## src/rtl/pwr_pkg.sv

```systemverilog
package pwr_pkg;

  typedef enum logic [1:0] {
    ST_ACTIVE  = 2'd0,
    ST_LOWPWR  = 2'd1,
    ST_SUSPEND = 2'd2
  } pwr_state_e;

  localparam logic [1:0] FREQ_HIGH = 2'b10;
  localparam logic [1:0] FREQ_LOW  = 2'b01;
  localparam logic [1:0] FREQ_STOP = 2'b00;

  typedef struct packed {
    logic [1:0] freq;
    logic       disp;
    logic       self_ref;
    logic       deep_sleep;
  } pwr_ctl_t;

  function automatic pwr_ctl_t ctl_for(input pwr_state_e s);
    pwr_ctl_t c;
    case (s)
      ST_LOWPWR:  c = '{freq: FREQ_LOW,  disp: 1'b0, self_ref: 1'b0, deep_sleep: 1'b0};
      ST_SUSPEND: c = '{freq: FREQ_STOP, disp: 1'b0, self_ref: 1'b1, deep_sleep: 1'b1};
      default:    c = '{freq: FREQ_HIGH, disp: 1'b1, self_ref: 1'b0, deep_sleep: 1'b0};
    endcase
    return c;
  endfunction

endpackage

```

## src/rtl/pwr_tick_timer.sv

```systemverilog
module pwr_tick_timer #(
  parameter int LIMIT = 10
) (
  input  logic clk,
  input  logic rst_n,
  input  logic clr,
  input  logic cnt_en,
  output logic expired
);
  localparam int W = $clog2(LIMIT + 1);
  localparam logic [W-1:0] LIM = W'(LIMIT);

  logic [W-1:0] cnt_q, cnt_d;
  logic         cnt_upd;

  always_comb begin
    cnt_d = cnt_q;
    if (clr)
      cnt_d = '0;
    else if (cnt_en && (cnt_q != LIM))
      cnt_d = cnt_q + 1'b1;
  end

  assign cnt_upd = (cnt_d != cnt_q);

  always_ff @(posedge clk or negedge rst_n) begin
    if (!rst_n)
      cnt_q <= '0;
    else if (cnt_upd)
      cnt_q <= cnt_d;
  end

  assign expired = (cnt_q == LIM);
endmodule

```

## src/rtl/pwr_state_fsm.sv

```systemverilog
module pwr_state_fsm
  import pwr_pkg::*;
(
  input  logic       clk,
  input  logic       rst_n,
  input  logic       ui_act,
  input  logic       net_busy,
  input  logic       collect_done,
  input  logic       suspend_req,
  input  logic       wake_evt,
  input  logic       idle_exp,
  input  logic       coll_exp,
  output pwr_state_e state_q,
  output logic       from_act_q,
  output logic       susp_entry
);
  pwr_state_e state_d;
  logic       state_upd;

  always_comb begin
    state_d = state_q;
    case (state_q)
      ST_ACTIVE: begin
        if (suspend_req)
          state_d = ST_SUSPEND;
        else if (idle_exp && !net_busy && !ui_act)
          state_d = ST_LOWPWR;
      end
      ST_LOWPWR: begin
        if (ui_act)
          state_d = ST_ACTIVE;
        else if (collect_done || suspend_req)
          state_d = ST_SUSPEND;
      end
      ST_SUSPEND: begin
        if (wake_evt)
          state_d = from_act_q ? ST_ACTIVE : ST_LOWPWR;
        else if (coll_exp && !from_act_q)
          state_d = ST_LOWPWR;
      end
      default: state_d = ST_ACTIVE;
    endcase
  end

  assign state_upd  = (state_d != state_q);
  assign susp_entry = (state_d == ST_SUSPEND) && (state_q != ST_SUSPEND);

  always_ff @(posedge clk or negedge rst_n) begin
    if (!rst_n)
      state_q <= ST_ACTIVE;
    else if (state_upd)
      state_q <= state_d;
  end

  always_ff @(posedge clk or negedge rst_n) begin
    if (!rst_n)
      from_act_q <= 1'b0;
    else if (susp_entry)
      from_act_q <= (state_q == ST_ACTIVE);
  end
endmodule

```

## src/rtl/pwr_ctl_reg.sv

```systemverilog
module pwr_ctl_reg
  import pwr_pkg::*;
(
  input  logic       clk,
  input  logic       rst_n,
  input  pwr_state_e state,
  output pwr_ctl_t   ctl_q
);
  pwr_ctl_t ctl_d;
  logic     ctl_upd;

  assign ctl_d   = ctl_for(state);
  assign ctl_upd = (ctl_d != ctl_q);

  always_ff @(posedge clk or negedge rst_n) begin
    if (!rst_n)
      ctl_q <= ctl_for(ST_ACTIVE);
    else if (ctl_upd)
      ctl_q <= ctl_d;
  end
endmodule

```

## src/rtl/pwr_policy_mgr.sv

```systemverilog
module pwr_policy_mgr
  import pwr_pkg::*;
#(
  parameter int IDLE_TICKS = 10,
  parameter int COLL_TICKS = 1800
) (
  input  logic       clk,
  input  logic       rst_n,
  input  logic       tick,
  input  logic       ui_act,
  input  logic       net_busy,
  input  logic       collect_done,
  input  logic       suspend_req,
  input  logic       wake_evt,
  output logic [1:0] freq_sel,
  output logic       disp_en,
  output logic       mem_sr_req,
  output logic       deep_sleep_req
);
  pwr_state_e state_q;
  logic       from_act_q;
  logic       susp_entry;
  logic       idle_exp, coll_exp;
  logic       idle_clr, idle_en;
  logic       coll_clr, coll_en;
  pwr_ctl_t   ctl_q;

  assign idle_clr = ui_act || (state_q != ST_ACTIVE);
  assign idle_en  = tick && (state_q == ST_ACTIVE);

  assign coll_clr = (state_q == ST_ACTIVE) || susp_entry;
  assign coll_en  = tick && ((state_q == ST_LOWPWR) ||
                             ((state_q == ST_SUSPEND) && !from_act_q));

  pwr_tick_timer #(.LIMIT(IDLE_TICKS)) u_idle_tmr (
    .clk     (clk),
    .rst_n   (rst_n),
    .clr     (idle_clr),
    .cnt_en  (idle_en),
    .expired (idle_exp)
  );

  pwr_tick_timer #(.LIMIT(COLL_TICKS)) u_coll_tmr (
    .clk     (clk),
    .rst_n   (rst_n),
    .clr     (coll_clr),
    .cnt_en  (coll_en),
    .expired (coll_exp)
  );

  pwr_state_fsm u_fsm (
    .clk          (clk),
    .rst_n        (rst_n),
    .ui_act       (ui_act),
    .net_busy     (net_busy),
    .collect_done (collect_done),
    .suspend_req  (suspend_req),
    .wake_evt     (wake_evt),
    .idle_exp     (idle_exp),
    .coll_exp     (coll_exp),
    .state_q      (state_q),
    .from_act_q   (from_act_q),
    .susp_entry   (susp_entry)
  );

  pwr_ctl_reg u_ctl (
    .clk   (clk),
    .rst_n (rst_n),
    .state (state_q),
    .ctl_q (ctl_q)
  );

  assign freq_sel       = ctl_q.freq;
  assign disp_en        = ctl_q.disp;
  assign mem_sr_req     = ctl_q.self_ref;
  assign deep_sleep_req = ctl_q.deep_sleep;
endmodule

```

## config.mk

```make
export PLATFORM = sky130hd
export DESIGN_NAME = pwr_policy_mgr
export DESIGN_NICKNAME = d
export VERILOG_FILES = /design/src/rtl/pwr_pkg.sv /design/src/rtl/pwr_tick_timer.sv /design/src/rtl/pwr_state_fsm.sv /design/src/rtl/pwr_ctl_reg.sv /design/src/rtl/pwr_policy_mgr.sv
export SDC_FILE = /design/constraint.sdc
export NUM_CORES = 1
export LEC_CHECK = 0
export BUFFER_PORTS_ARGS = -buffer_cell sky130_fd_sc_hd__buf_2
export CAP_MARGIN = 15
export CORE_UTILIZATION = 60
export DETAILED_ROUTE_END_ITERATION = 6
export PLACE_DENSITY_LB_ADDON = 0.15
export SYNTH_ARGS = -nofsm -noshare
export SYNTH_HDL_FRONTEND = slang
export SYNTH_HIERARCHICAL = 1
export SYNTH_SLANG_ARGS = --single-unit
```

## constraint.sdc

```tcl
create_clock -name clk -period 5.5 [get_ports clk]
set_clock_uncertainty 0.2 [all_clocks]
set_input_delay 0.275 -clock clk [delete_from_list [all_inputs] [get_ports clk]]
set_output_delay 0.275 -clock clk [all_outputs]
set_load 0.01 [all_outputs]
```

After elaboration in Yosys (flattened, before gate mapping)
Index checks and enable logic that the tools add are counted.
{"block": "totals", "register_bits": 23, "input_bits": 8, "out_inout_bits": 5, "elab_cells": 53}
{"block": "op_classes", "add_sub_neg": 2, "eq_ne": 12, "n_mux": 13, "reduce_logical": 18}
{"op": "two-way mux 11 bit", "count": 2}
{"op": "two-way mux 2 bit", "count": 6}
{"op": "adder 11 x 1 -> 11 bit, second input constant", "count": 1}
{"op": "equality test 11 bit, second input constant", "count": 1}
{"op": "inequality test 11 bit", "count": 1}
{"op": "inequality test 11 bit, second input constant", "count": 1}
{"op": "one-hot mux 5 bit (2 select lines)", "count": 1}
{"op": "logical AND 1 bit", "count": 9}
{"op": "two-way mux 4 bit", "count": 2}
{"op": "one-hot mux 2 bit (3 select lines)", "count": 1}
{"op": "inequality test 5 bit", "count": 1}
{"op": "adder 4 x 1 -> 4 bit, second input constant", "count": 1}
{"op": "equality test 2 bit, second input constant", "count": 2}
{"op": "equality test 4 bit, second input constant", "count": 1}
{"op": "logical OR 1 bit", "count": 4}
{"op": "inequality test 4 bit", "count": 1}
{"op": "inequality test 4 bit, second input constant", "count": 1}
{"op": "zero test 1 bit", "count": 3}
{"op": "equality test 2 x 1 -> 1 bit, second input constant", "count": 1}
{"op": "zero test 2 bit", "count": 1}
{"op": "inequality test 2 bit", "count": 1}
{"op": "inequality test 2 bit, second input constant", "count": 1}
{"op": "nonzero test 2 bit", "count": 1}
{"op": "two-way mux 1 bit", "count": 1}

Depth between registers and ports, before layout
Gate-level depths: netlist of run 1.
{"block": "depth", "word_depth": 11, "mapped_depth": 6}

Modules after synthesis
The synthesis of run 1 kept the hierarchy.
{"module": "pwr_tick_timer (u_coll_tmr)", "instances": 1, "cells_each": 63, "area_per_inst_um2": 610.6, "seq_area_each_um2": 275.3}
{"module": "pwr_tick_timer (u_idle_tmr)", "instances": 1, "cells_each": 23, "area_per_inst_um2": 222.7, "seq_area_each_um2": 100.1}
{"module": "pwr_state_fsm", "instances": 1, "cells_each": 17, "area_per_inst_um2": 160.2, "seq_area_each_um2": 75.1}
{"module": "pwr_ctl_reg", "instances": 1, "cells_each": 12, "area_per_inst_um2": 135.1, "seq_area_each_um2": 76.3}
{"module": "pwr_policy_mgr", "instances": 1, "cells_each": 6, "area_per_inst_um2": 42.5, "seq_area_each_um2": 0.0}

Least setup slack after synthesis of run 1
No wires, ideal clock.
{"block": "synth_timing", "kind": "reg2reg", "startpoint": "register u_coll_tmr.cnt_q[5]", "endpoint": "register u_coll_tmr.cnt_q[1]", "setup_time_ps": 132, "arrival_ps": 1592, "slack_ps": 3576, "path_stages_with_launch": 5, "path_cell_list": "dfrtp_1 -> or4_4 -> o41ai_4 -> mux2i_1 -> nor2_1"}
{"block": "synth_between", "elab_chain_cells": 10}
{"element": "from (decl)", "line_no": "pwr_tick_timer.sv:13", "source": "logic [W-1:0] cnt_q, cnt_d;"}
{"element": "from (signal assigned)", "line_no": "pwr_tick_timer.sv:30", "source": "cnt_q <= cnt_d;"}
{"element": "equality test 11 bit", "line_no": "pwr_tick_timer.sv:33", "source": "assign expired = (cnt_q == LIM);"}
{"element": "logical AND 1 bit", "line_no": "pwr_state_fsm.sv:38", "source": "else if (coll_exp && !from_act_q)"}
{"element": "two-way mux 2 bit", "line_no": "pwr_state_fsm.sv:38"}
{"element": "two-way mux 2 bit", "line_no": "pwr_state_fsm.sv:36", "source": "if (wake_evt)"}
{"element": "one-hot mux 2 bit (3 select lines)", "line_no": "pwr_state_fsm.sv:22", "source": "case (state_q)"}
{"element": "equality test 2 bit", "line_no": "pwr_state_fsm.sv:46", "source": "assign susp_entry = (state_d == ST_SUSPEND) && (state_q != ST_SUSPEND);"}
{"element": "logical AND 1 bit", "line_no": "pwr_state_fsm.sv:46"}
{"element": "logical OR 1 bit", "line_no": "pwr_policy_mgr.sv:31", "source": "assign coll_clr = (state_q == ST_ACTIVE) || susp_entry;"}
{"element": "two-way mux 11 bit", "line_no": "pwr_tick_timer.sv:18", "source": "if (clr)"}
{"element": "inequality test 11 bit", "line_no": "pwr_tick_timer.sv:24", "source": "assign cnt_upd = (cnt_d != cnt_q);"}
Parallel ways exist; a longest one is shown, timed or not.
A chain may end at the register's enable or synchronous reset.

Final worst setup path of run 1
{"block": "layout_timing", "startpoint": "register u_coll_tmr.cnt_q[6]", "endpoint": "register u_coll_tmr.cnt_q[1]"}
Same word-level chain as after synthesis.

==> flow_summary.json, run 1 <==
{
  "outcome": "completed",
  "yosys.area_share.simple_pct": 23.72,
  "layout_common_cells": "dfrtp_1 (20), nor2_1 (17), buf_2 (12), inv_1 (9), nand4_1 (7)",
  "vdd_drop_max_mv": 0.1999,
  "synth_top_family_by_area": "simple AND/OR/NAND/NOR gates",
  "rsz0062_at_grt": "false",
  "first_pass_iters": 4,
  "ant_nets": 0,
  "ys_seq_area_share_pct": 44.98,
  "fin_cells": 159,
  "drt_wl_total_um": 2077,
  "critPathCaptureType": "register",
  "cts_tree": "built",
  "grt_usage_pct": 24.36,
  "htree_levels": 1,
  "netlist_area_mm2": 0.001171,
  "die_x_um": 46.18,
  "cts_setup_buffers": 0,
  "vias": 893,
  "slew_headroom_pct": 43.39,
  "met1_length_um": 976,
  "synth_edf_count": 0,
  "initial_core_util_pct": 65.68,
  "fin_crit_ps": 2064,
  "gp_congestion": 0.8566,
  "start_kind": "register",
  "crit_buf_inv": 0,
  "grt_max_degree": 22,
  "worstPathRequired_ps": 5480,
  "dieArea_mm2": 0.002133,
  "drive_gt1_share_pct": 17.16,
  "top_layer": "met4",
  "worst_ep_arrival_time_ps": 2040,
  "clock-sinks": 21,
  "critical_path.top_delay_family": "simple AND/OR/NAND/NOR gates",
  "max-cap-violations": 0,
  "clkTransAtPathRegs_ps": 120,
  "die_y_um": 46.18,
  "overflow": 0,
  "placed_cells": 152,
  "drt_iter0_drc": 18,
  "cts_root_buf": "clkbuf_4",
  "antenna_found_initial": 0,
  "fillers": 133,
  "synth-async-reset-ratio_pct": 100.0,
  "wl_met2_um": 980,
  "period_share_pct": 37.53,
  "syn_nets": 135,
  "grt_pass1_vias": 853,
  "grt_pass1_wl_um": 3484,
  "critPathKind": "register to register",
  "power_leakage_nw": 0.5839,
  "yosysUniqueCellTypes": 34,
  "num_io_pins": 13,
  "ys_seq_elements": 21,
  "slowest_delay_ps": 570,
  "synth_xor_area_share_pct": 7.479,
  "synthMuxAreaShare_pct": 1.816,
  "final_common_cell": "dfrtp_1",
  "worstPathCellList": "or4_4 -> o41ai_4 -> mux2i_1 -> nor2_1",
  "ctsResizeCount": 0,
  "met3_length_um": 77,
  "area_growth_pct": 10.15,
  "fmax_ghz": 0.4845,
  "syn-instance-count": 121,
  "clockBufferDepth": 2,
  "cpMaxStageDelayCell": "or4_4",
  "core_mm2": 0.001783,
  "fin_tns_setup_ps": 0,
  "rows": 15,
  "slew_viol_final": 0,
  "setup_viol": 0,
  "synth_compound_area_share_pct": 10.15,
  "portBuffers": 12,
  "finalHoldViolCount": 0,
  "powerDensity_mw_per_mm2": 305.3,
  "clock_latency_ps": 310,
  "diodes": 0,
  "cts_hold_buf": 2,
  "viasPerCell": 5.616,
  "drc_errors": 0,
  "place_hpwl_um": 1469,
  "drt-wirelength-per-cell_um": 13.06,
  "numCtsBuffers": 3,
  "nNetsFinal": 149,
  "hp-class": "input port to register",
  "worst_slew_pin_slew_ps": 847.3,
  "synthAdderAreaFrac_pct": 6.410,
  "critPathMaxFanout": 6,
  "postSynthAreaPerCell_um2": 9.679,
  "ys.flop_type": "dfrtp_1",
  "yosysWarnings": 6
}
## worst reg2reg max path: cells and delay by family (launching register included)
| kind | cells | cell delay, ps |
|---|---|---|
| muxes | 1 | 230 |
| and+or+nand+nor | 2 | 620 |
| DFF | 1 | 470 |
| AOI/OAI and AO/OA | 1 | 410 |
## flip-flops by register name, indices dropped and copies added (netlist names)
| register | count |
|---|---|
| u_fsm/state_q | 2 |
| u_fsm/from_act_q | 1 |
| u_ctl/ctl_q | 3 |
| u_coll_tmr/cnt_q | 11 |
| u_idle_tmr/cnt_q | 4 |
## cell families (layout without fill, tap and decap cells)
kind of cell / count (synthesis) / after routing
and+or+nand+nor: 52 / 52
DFF: 21 / 21
adders and majority gates: 6 / 6
muxes: 2 / 2
AOI/OAI and AO/OA: 15 / 15
xor gates and xnor gates: 10 / 10
buffers and inverters: 15 / 28
## where the power goes
group	internal, mW	switching [mW]	total, mW
combinational	0.0499	0.0674	0.117
clock	0.0272	0.0450	0.0722
sequential	0.178	0.0260	0.204
## cell usage after synthesis (2+ instances only)
cell	count	area [um^2]
dfrtp_1	20	500.5
nor2_1	17	63.81
inv_1	9	33.78
nand4_1	7	43.79
ha_1	6	75.07
nand2_1	5	18.77
xnor2_1	5	43.79
xor2_1	5	43.79
a21oi_1	4	20.02
clkbuf_1	4	15.01
and3_1	3	18.77
nor2b_1	3	18.77
nor3_1	3	15.01
nor3b_1	3	22.52
or3_1	3	18.77
buf_4	2	15.01
nand3_1	2	10.01
nor4_1	2	12.51
o21ai_0	2	10.01
o31ai_1	2	15.01
## final timing paths
check	start	endpoint	slack [ps]	cells after the start
setup / recovery	u_coll_tmr/cnt_q[6]	u_coll_tmr/cnt_q[1]	3440	4
hold / removal	ui_act	u_fsm/state_q[0]	100	4
setup reg to reg	u_coll_tmr/cnt_q[6]	u_coll_tmr/cnt_q[1]	3440	4
hold reg to reg	u_fsm/from_act_q	u_fsm/state_q[0]	350	1
max in group asynchronous	rst_n	u_ctl/ctl_q[4]	4510	2
min in group asynchronous	rst_n	u_fsm/from_act_q	230	2
## layer usage
layer,up-vias,global-route usage (%)
met2,19,38.59
met4,0,13.53
met3,7,8.235
met5,-,0
met1,428,28.71
li1,439,-
## through the flow
stage / power (mW) / util, % / setup slack (ps) / cell area (um^2) / hold slack, ps
2_1_floorplan: 0.2985 / - / 3576 / 1171 / -220.6
3_3_place_gp: 0.3181 / 69.12 / 3513 / 1232 / 45.97
3_5_place_dp: 0.3234 / 69.12 / 3475 / 1232 / 51.08
4_1_cts: 0.3980 / 71.79 / 3446 / 1280 / 1.332
5_1_grt: 0.4256 / 72.35 / 3271 / 1290 / 103.4
6_report: 0.3938 / 72.35 / 3436 / 1290 / 98.54
## layout make-up
| cell class | instances | area, um^2 | area share (%) |
|---|---|---|---|
| multi-input combinational | 85 | 580.6 | 45.00 |
| sequential | 21 | 526.8 | 40.83 |
| timing repair buffer | 15 | 90.09 | 6.983 |
| inverter | 9 | 33.78 | 2.619 |
| tap | 25 | 31.28 | 2.425 |
| clock buffer | 3 | 22.52 | 1.746 |
| clock inverter | 1 | 5.005 | 0.3880 |
No activity file was read; power rests on OpenSTA's default activity.
==> run 2, diff against run 1 <==
--- a/config.mk
+++ b/config.mk
@@ -7,7 +7,7 @@
 export LEC_CHECK = 0
 export BUFFER_PORTS_ARGS = -buffer_cell sky130_fd_sc_hd__buf_2
 export CAP_MARGIN = 15
-export CORE_UTILIZATION = 60
+export CORE_UTILIZATION = 51
 export DETAILED_ROUTE_END_ITERATION = 6
 export PLACE_DENSITY_LB_ADDON = 0.15
 export SYNTH_ARGS = -nofsm -noshare
==> constraint.sdc (replaced) <==
create_clock -name clk -period 1.8 [get_ports clk]
set_clock_uncertainty 0.2 [all_clocks]
set_input_delay 0.09 -clock clk [delete_from_list [all_inputs] [get_ports clk]]
set_output_delay 0.09 -clock clk [all_outputs]
set_load 0.01 [all_outputs]
==> run 2 against run 1 <==
  * The run now ends with negative setup slack left
  * Total power grew to 3.6 times the previous value
  * Non-clock buffer count is 24 higher
  * Hold slack worse by 45 ps
  * Critical path depth is 1 higher
  * Setup slack worse by 3500 ps
  * First-iteration DRC count is 72% higher
  * Flip-flop and latch count stayed put
  * Via count is 12% higher
  * Register-to-register slack worse by 3500 ps
  * Core utilization is 3.9 points higher
  * Critical path type unchanged
  * Highest routed layer unchanged
==> flow_summary.json, run 2 (synthesis results as in run 1) <==
{
  "die_y_um": 49.92,
  "cpMaxStageDelayCell": "or4_4",
  "setup_viol": 5,
  "critPathKind": "register to register",
  "clock_latency_ps": 310,
  "worst_ep_arrival_time_ps": 1900,
  "cts_root_buf": "clkbuf_4",
  "grt_pass1_wl_um": 4002,
  "numCtsBuffers": 3,
  "clkTransAtPathRegs_ps": 110,
  "drive_gt1_share_pct": 36.08,
  "diodes": 0,
  "die_x_um": 49.92,
  "initial_core_util_pct": 56.80,
  "portBuffers": 12,
  "worst_slew_pin_slew_ps": 454.0,
  "drc_errors": 0,
  "fin_tns_setup_ps": -279.0,
  "finalHoldViolCount": 0,
  "grt_max_degree": 22,
  "reg_top3": "u_coll_tmr/cnt_q x11, u_idle_tmr/cnt_q x4, u_ctl/ctl_q x3",
  "clockBufferDepth": 2,
  "layout_setup_ws_ps": -85.90,
  "place_hpwl_um": 1634,
  "clock-sinks": 21,
  "gp_congestion": 0.8171,
  "grt_usage_pct": 22.16,
  "rr_startpoint": "u_coll_tmr/cnt_q[2]",
  "largest_register": "u_coll_tmr/cnt_q",
  "critPathMaxFanout": 3,
  "final_common_cell": "dfrtp_1",
  "dieArea_mm2": 0.002492,
  "rsz0062_at_grt": "true",
  "worstPathCellList": "or4_4 -> buf_4 -> nor4_4 -> nor2_1 -> o31ai_1",
  "critPathCaptureType": "register",
  "period_share_pct": 104.8,
  "fin_crit_ps": 1886,
  "grt_pass1_vias": 934,
  "overflow": 0,
  "ff2ff_path_depth": 5,
  "vias": 999,
  "rrSetupSlack_ps": -90,
  "rows": 16,
  "slew_headroom_pct": 69.73,
  "num_io_pins": 13,
  "violations": "negative setup slack",
  "slew_viol_final": 0,
  "fin_area_mm2": 0.001573,
  "design_power_total_mw": 1.400,
  "place_area_mm2": 0.001353,
  "drt-wirelength-per-cell_um": 13.62,
  "core_mm2": 0.002062,
  "area_growth_pct": 34.30,
  "layout_common_cells": "dfrtp_1 (20), buf_4 (19), nor2_1 (17), buf_2 (12)",
  "largest_register_ffs": 11,
  "first_pass_iters": 4,
  "viasPerCell": 5.400,
  "hp-class": "input port to async pin",
  "antenna_found_initial": 0,
  "htree_levels": 1,
  "power_leakage_nw": 0.7167,
  "drt_iter0_drc": 31,
  "max-cap-violations": 0,
  "powerDensity_mw_per_mm2": 890.2,
  "rr_endpoint": "u_fsm/state_q[0]",
  "worstPathRequired_ps": 1820,
  "cts_tree": "built",
  "drt_wl_total_um": 2520,
  "start_kind": "register",
  "outcome": "finished with violations",
  "fmax_ghz": 0.5303,
  "slowest_delay_ps": 570,
  "vdd_drop_max_mv": 0.6476,
  "nNetsFinal": 173,
  "ant_nets": 0
}
[run 2: what timing repair did]
| action | 4_1_cts | 5_1_grt |
|---|---|---|
| pin swaps | 0 | 8 |
| buffers inserted | 1 | 6 |
| hold buffers | 6 | 0 |
| endpoints found under the setup margin | 7 | 9 |
| endpoints found under the hold margin | 27 | 0 |
| gates cloned | 0 | 0 |
| gates resized for setup | 3 | 15 |
[run 2: per-stage QoR]
step	instances	utilization, %	hold WS, ps	worst slack (ps)
4_1_cts	179	70.81	49.83	-76.82
2_1_floorplan	121	-	-405.6	-36.28
3_3_place_gp	168	65.59	-137.7	-79.92
5_1_grt	185	76.27	79.58	-159.2
3_5_place_dp	168	65.59	-135.0	-89.46
6_report	185	76.27	53.37	-85.90
[run 2: critical path: cells and delay by family, from the launching register on]
| family | cells | cell delay, ps |
|---|---|---|
| and+or+nand+nor | 3 | 780 |
| DFF | 1 | 400 |
| AOI/OAI and AO/OA | 1 | 250 |
| buffers and inverters | 1 | 170 |
[run 2: worst max-delay path by stage]
stage / from / end / slack [ps]
after detailed placement: u_coll_tmr/cnt_q[2] / u_fsm/state_q[0] / -90
after global placement: u_coll_tmr/cnt_q[2] / u_fsm/state_q[0] / -80
after CTS: u_coll_tmr/cnt_q[2] / u_coll_tmr/cnt_q[1] / -80
after floorplan: u_coll_tmr/cnt_q[2] / u_coll_tmr/cnt_q[1] / -40
after global routing: u_coll_tmr/cnt_q[2] / u_coll_tmr/cnt_q[1] / -160
final: u_coll_tmr/cnt_q[2] / u_fsm/state_q[0] / -90
[run 2: layout make-up]
cell class              count  area [um^2]
inverters                   9        33.78
fillers                   130        489.2
multi-input cells          85        656.9
repair buffers             39        294.0
well taps                  27        33.78
clock inverters             1        5.005
flip-flops and latches     21        526.8
clock buffers               3        22.52
[run 2: per-layer routing]
layer	share of wire, %	track usage, %
met1	45	28.04
met2	49	34.23
met3	4.0	6.790
met4	2.2	10.48
met5	0	0
[run 2: where the power goes]
| part | switching (mW) | internal [mW] | total [mW] |
|---|---|---|---|
| logic | 0.292 | 0.298 | 0.590 |
| clock network | 0.134 | 0.0831 | 0.217 |
| registers | 0.0476 | 0.545 | 0.593 |
| total | 0.473 | 0.927 | 1.40 |
==> run 3, diff against run 2 <==
--- a/config.mk
+++ b/config.mk
@@ -10,6 +10,7 @@
 export CORE_UTILIZATION = 51
 export DETAILED_ROUTE_END_ITERATION = 6
 export PLACE_DENSITY_LB_ADDON = 0.15
+export SKIP_LAST_GASP = 1
 export SYNTH_ARGS = -nofsm -noshare
 export SYNTH_HDL_FRONTEND = slang
 export SYNTH_HIERARCHICAL = 1
==> run 3 against run 2 <==
  * The run still ends with negative setup slack left
  * Sequential power about the same
  * Total power about the same
  * Non-clock buffer count unchanged
  * Combinational power about the same
  * Clock power about the same
  * Critical endpoint unchanged
==> flow_summary.json, run 3 (synthesis results as in run 1) <==
{
  "diodes": 0,
  "critPathCaptureType": "register",
  "start_kind": "register",
  "fmax_ghz": 0.5302,
  "vias": 996,
  "rsz0062_at_grt": "true",
  "clockBufferDepth": 2,
  "drc_errors": 0,
  "htree_levels": 1,
  "critPathMaxFanout": 3,
  "initial_core_util_pct": 56.80,
  "clock_latency_ps": 310,
  "nNetsFinal": 173,
  "drt_iter0_drc": 29,
  "antenna_found_initial": 0,
  "fillers": 129,
  "drt_wl_total_um": 2533,
  "worstPathRequired_ps": 1820,
  "cts_root_buf": "clkbuf_4",
  "worst_slew_pin_slew_ps": 452.2,
  "slowest_delay_ps": 570,
  "final_common_cell": "dfrtp_1",
  "slew_headroom_pct": 69.85,
  "worstPathCellList": "or4_4 -> buf_4 -> nor4_4 -> nor2_1 -> o31ai_1",
  "die_y_um": 49.92,
  "violations": "negative setup slack",
  "slew_viol_final": 0,
  "power_leakage_nw": 0.7168,
  "largest_register": "u_coll_tmr/cnt_q",
  "hp-class": "input port to async pin",
  "layout_setup_ws_ps": -86.10,
  "setup_viol": 5,
  "gp_congestion": 0.8171,
  "critPathKind": "register to register",
  "rr_startpoint": "u_coll_tmr/cnt_q[2]",
  "outcome": "finished with violations",
  "grt_max_degree": 22,
  "core_mm2": 0.002062,
  "area_growth_pct": 33.97,
  "clock-sinks": 21,
  "clkTransAtPathRegs_ps": 110,
  "drt-wirelength-per-cell_um": 13.69,
  "fin_hold_ws_ps": 52.28,
  "finish.utilization_pct": 76.09,
  "period_share_pct": 104.8,
  "portBuffers": 12,
  "worst_ep_arrival_time_ps": 1900,
  "finalHoldViolCount": 0,
  "grt_pass1_wl_um": 4002,
  "layout_common_cells": "dfrtp_1 (20), buf_4 (19), nor2_1 (17), buf_2 (12)",
  "grt_usage_pct": 22.16,
  "dieArea_mm2": 0.002492,
  "rrSetupSlack_ps": -90,
  "fin_crit_ps": 1886,
  "num_io_pins": 13,
  "rr_endpoint": "u_fsm/state_q[0]",
  "ant_nets": 0,
  "grt_pass1_vias": 934,
  "design_power_total_mw": 1.401,
  "rows": 16,
  "max-cap-violations": 0,
  "cts_tree": "built",
  "cpMaxStageDelayCell": "or4_4",
  "reg_top3": "u_coll_tmr/cnt_q x11, u_idle_tmr/cnt_q x4, u_ctl/ctl_q x3",
  "vdd_drop_max_mv": 0.6493,
  "powerDensity_mw_per_mm2": 892.8,
  "viasPerCell": 5.384,
  "first_pass_iters": 4,
  "overflow": 0,
  "ff2ff_path_depth": 5,
  "largest_register_ffs": 11,
  "drive_gt1_share_pct": 35.44,
  "placed_cells": 168,
  "numCtsBuffers": 3,
  "place_hpwl_um": 1634,
  "die_x_um": 49.92,
  "fin_cells": 185
}
-- run 3: cell counts in the layout (fill, tap and decap cells not counted) --
Identical to the previous run, type by type.
-- run 3: power breakdown --
part	total [mW]	leakage, nW	switching (mW)	internal (mW)
Clock	0.217	0.0177	0.134	0.0831
Sequential	0.593	0.283	0.0477	0.545
Combinational	0.591	0.416	0.293	0.298
-- run 3: final cells by class --
type | count | area, um^2 | area share, %
multi-input cells | 85 | 653.1 | 41.63
flip-flops and latches | 21 | 526.8 | 33.57
repair buffers | 39 | 294.0 | 18.74
inverters | 9 | 33.78 | 2.153
well taps | 27 | 33.78 | 2.153
clock buffers | 3 | 22.52 | 1.435
clock inverters | 1 | 5.005 | 0.3190
-- run 3: what timing repair did --
action                                  4_1_cts  5_1_grt
pin swaps                                     0        8
cloned                                        0        0
endpoints found under the setup margin        7        9
hold endpoints to repair                     27        0
buffers inserted                              1        6
hold buffers                                  6        0
gates resized for setup                       3       14
-- run 3: worst max-delay path by stage --
stage          slack, ps                start             endpoint  cells after the start
2_1_floorplan        -40  u_coll_tmr/cnt_q[2]  u_coll_tmr/cnt_q[1]                      4
3_3_place_gp         -80  u_coll_tmr/cnt_q[2]     u_fsm/state_q[0]                      4
3_5_place_dp         -90  u_coll_tmr/cnt_q[2]     u_fsm/state_q[0]                      4
4_1_cts              -80  u_coll_tmr/cnt_q[2]  u_coll_tmr/cnt_q[1]                      4
5_1_grt             -160  u_coll_tmr/cnt_q[2]  u_coll_tmr/cnt_q[1]                      4
6_report             -90  u_coll_tmr/cnt_q[2]     u_fsm/state_q[0]                      5
-- run 3: routing by layer --
layer | up-vias | GRT usage [%] | wire length, um
met5 | - | 0 | 0
met4 | 0 | 10.48 | 56
met3 | 7 | 6.790 | 105
met2 | 28 | 34.23 | 1220
met1 | 470 | 28.04 | 1151
li1 | 491 | - | -
-- run 3: worst max-delay path, delay by kind of cell (launching register included) --
kind | cells | cell delay (ps)
AND/OR/NAND/NOR | 3 | 780
flip-flops | 1 | 400
AO/OA/AOI/OAI | 1 | 250
buffers and inverters | 1 | 170
-- run 3: stage by stage --
| step | cell area, um^2 | setup TNS, ps | worst slack (ps) |
|---|---|---|---|
| 2_1_floorplan | 1171 | -65.58 | -36.28 |
| 3_3_place_gp | 1353 | -161.6 | -79.92 |
| 3_5_place_dp | 1353 | -247.6 | -89.46 |
| 4_1_cts | 1460 | -185.7 | -76.82 |
| 5_1_grt | 1569 | -588.3 | -159.2 |
| 6_report | 1569 | -269.5 | -86.10 |
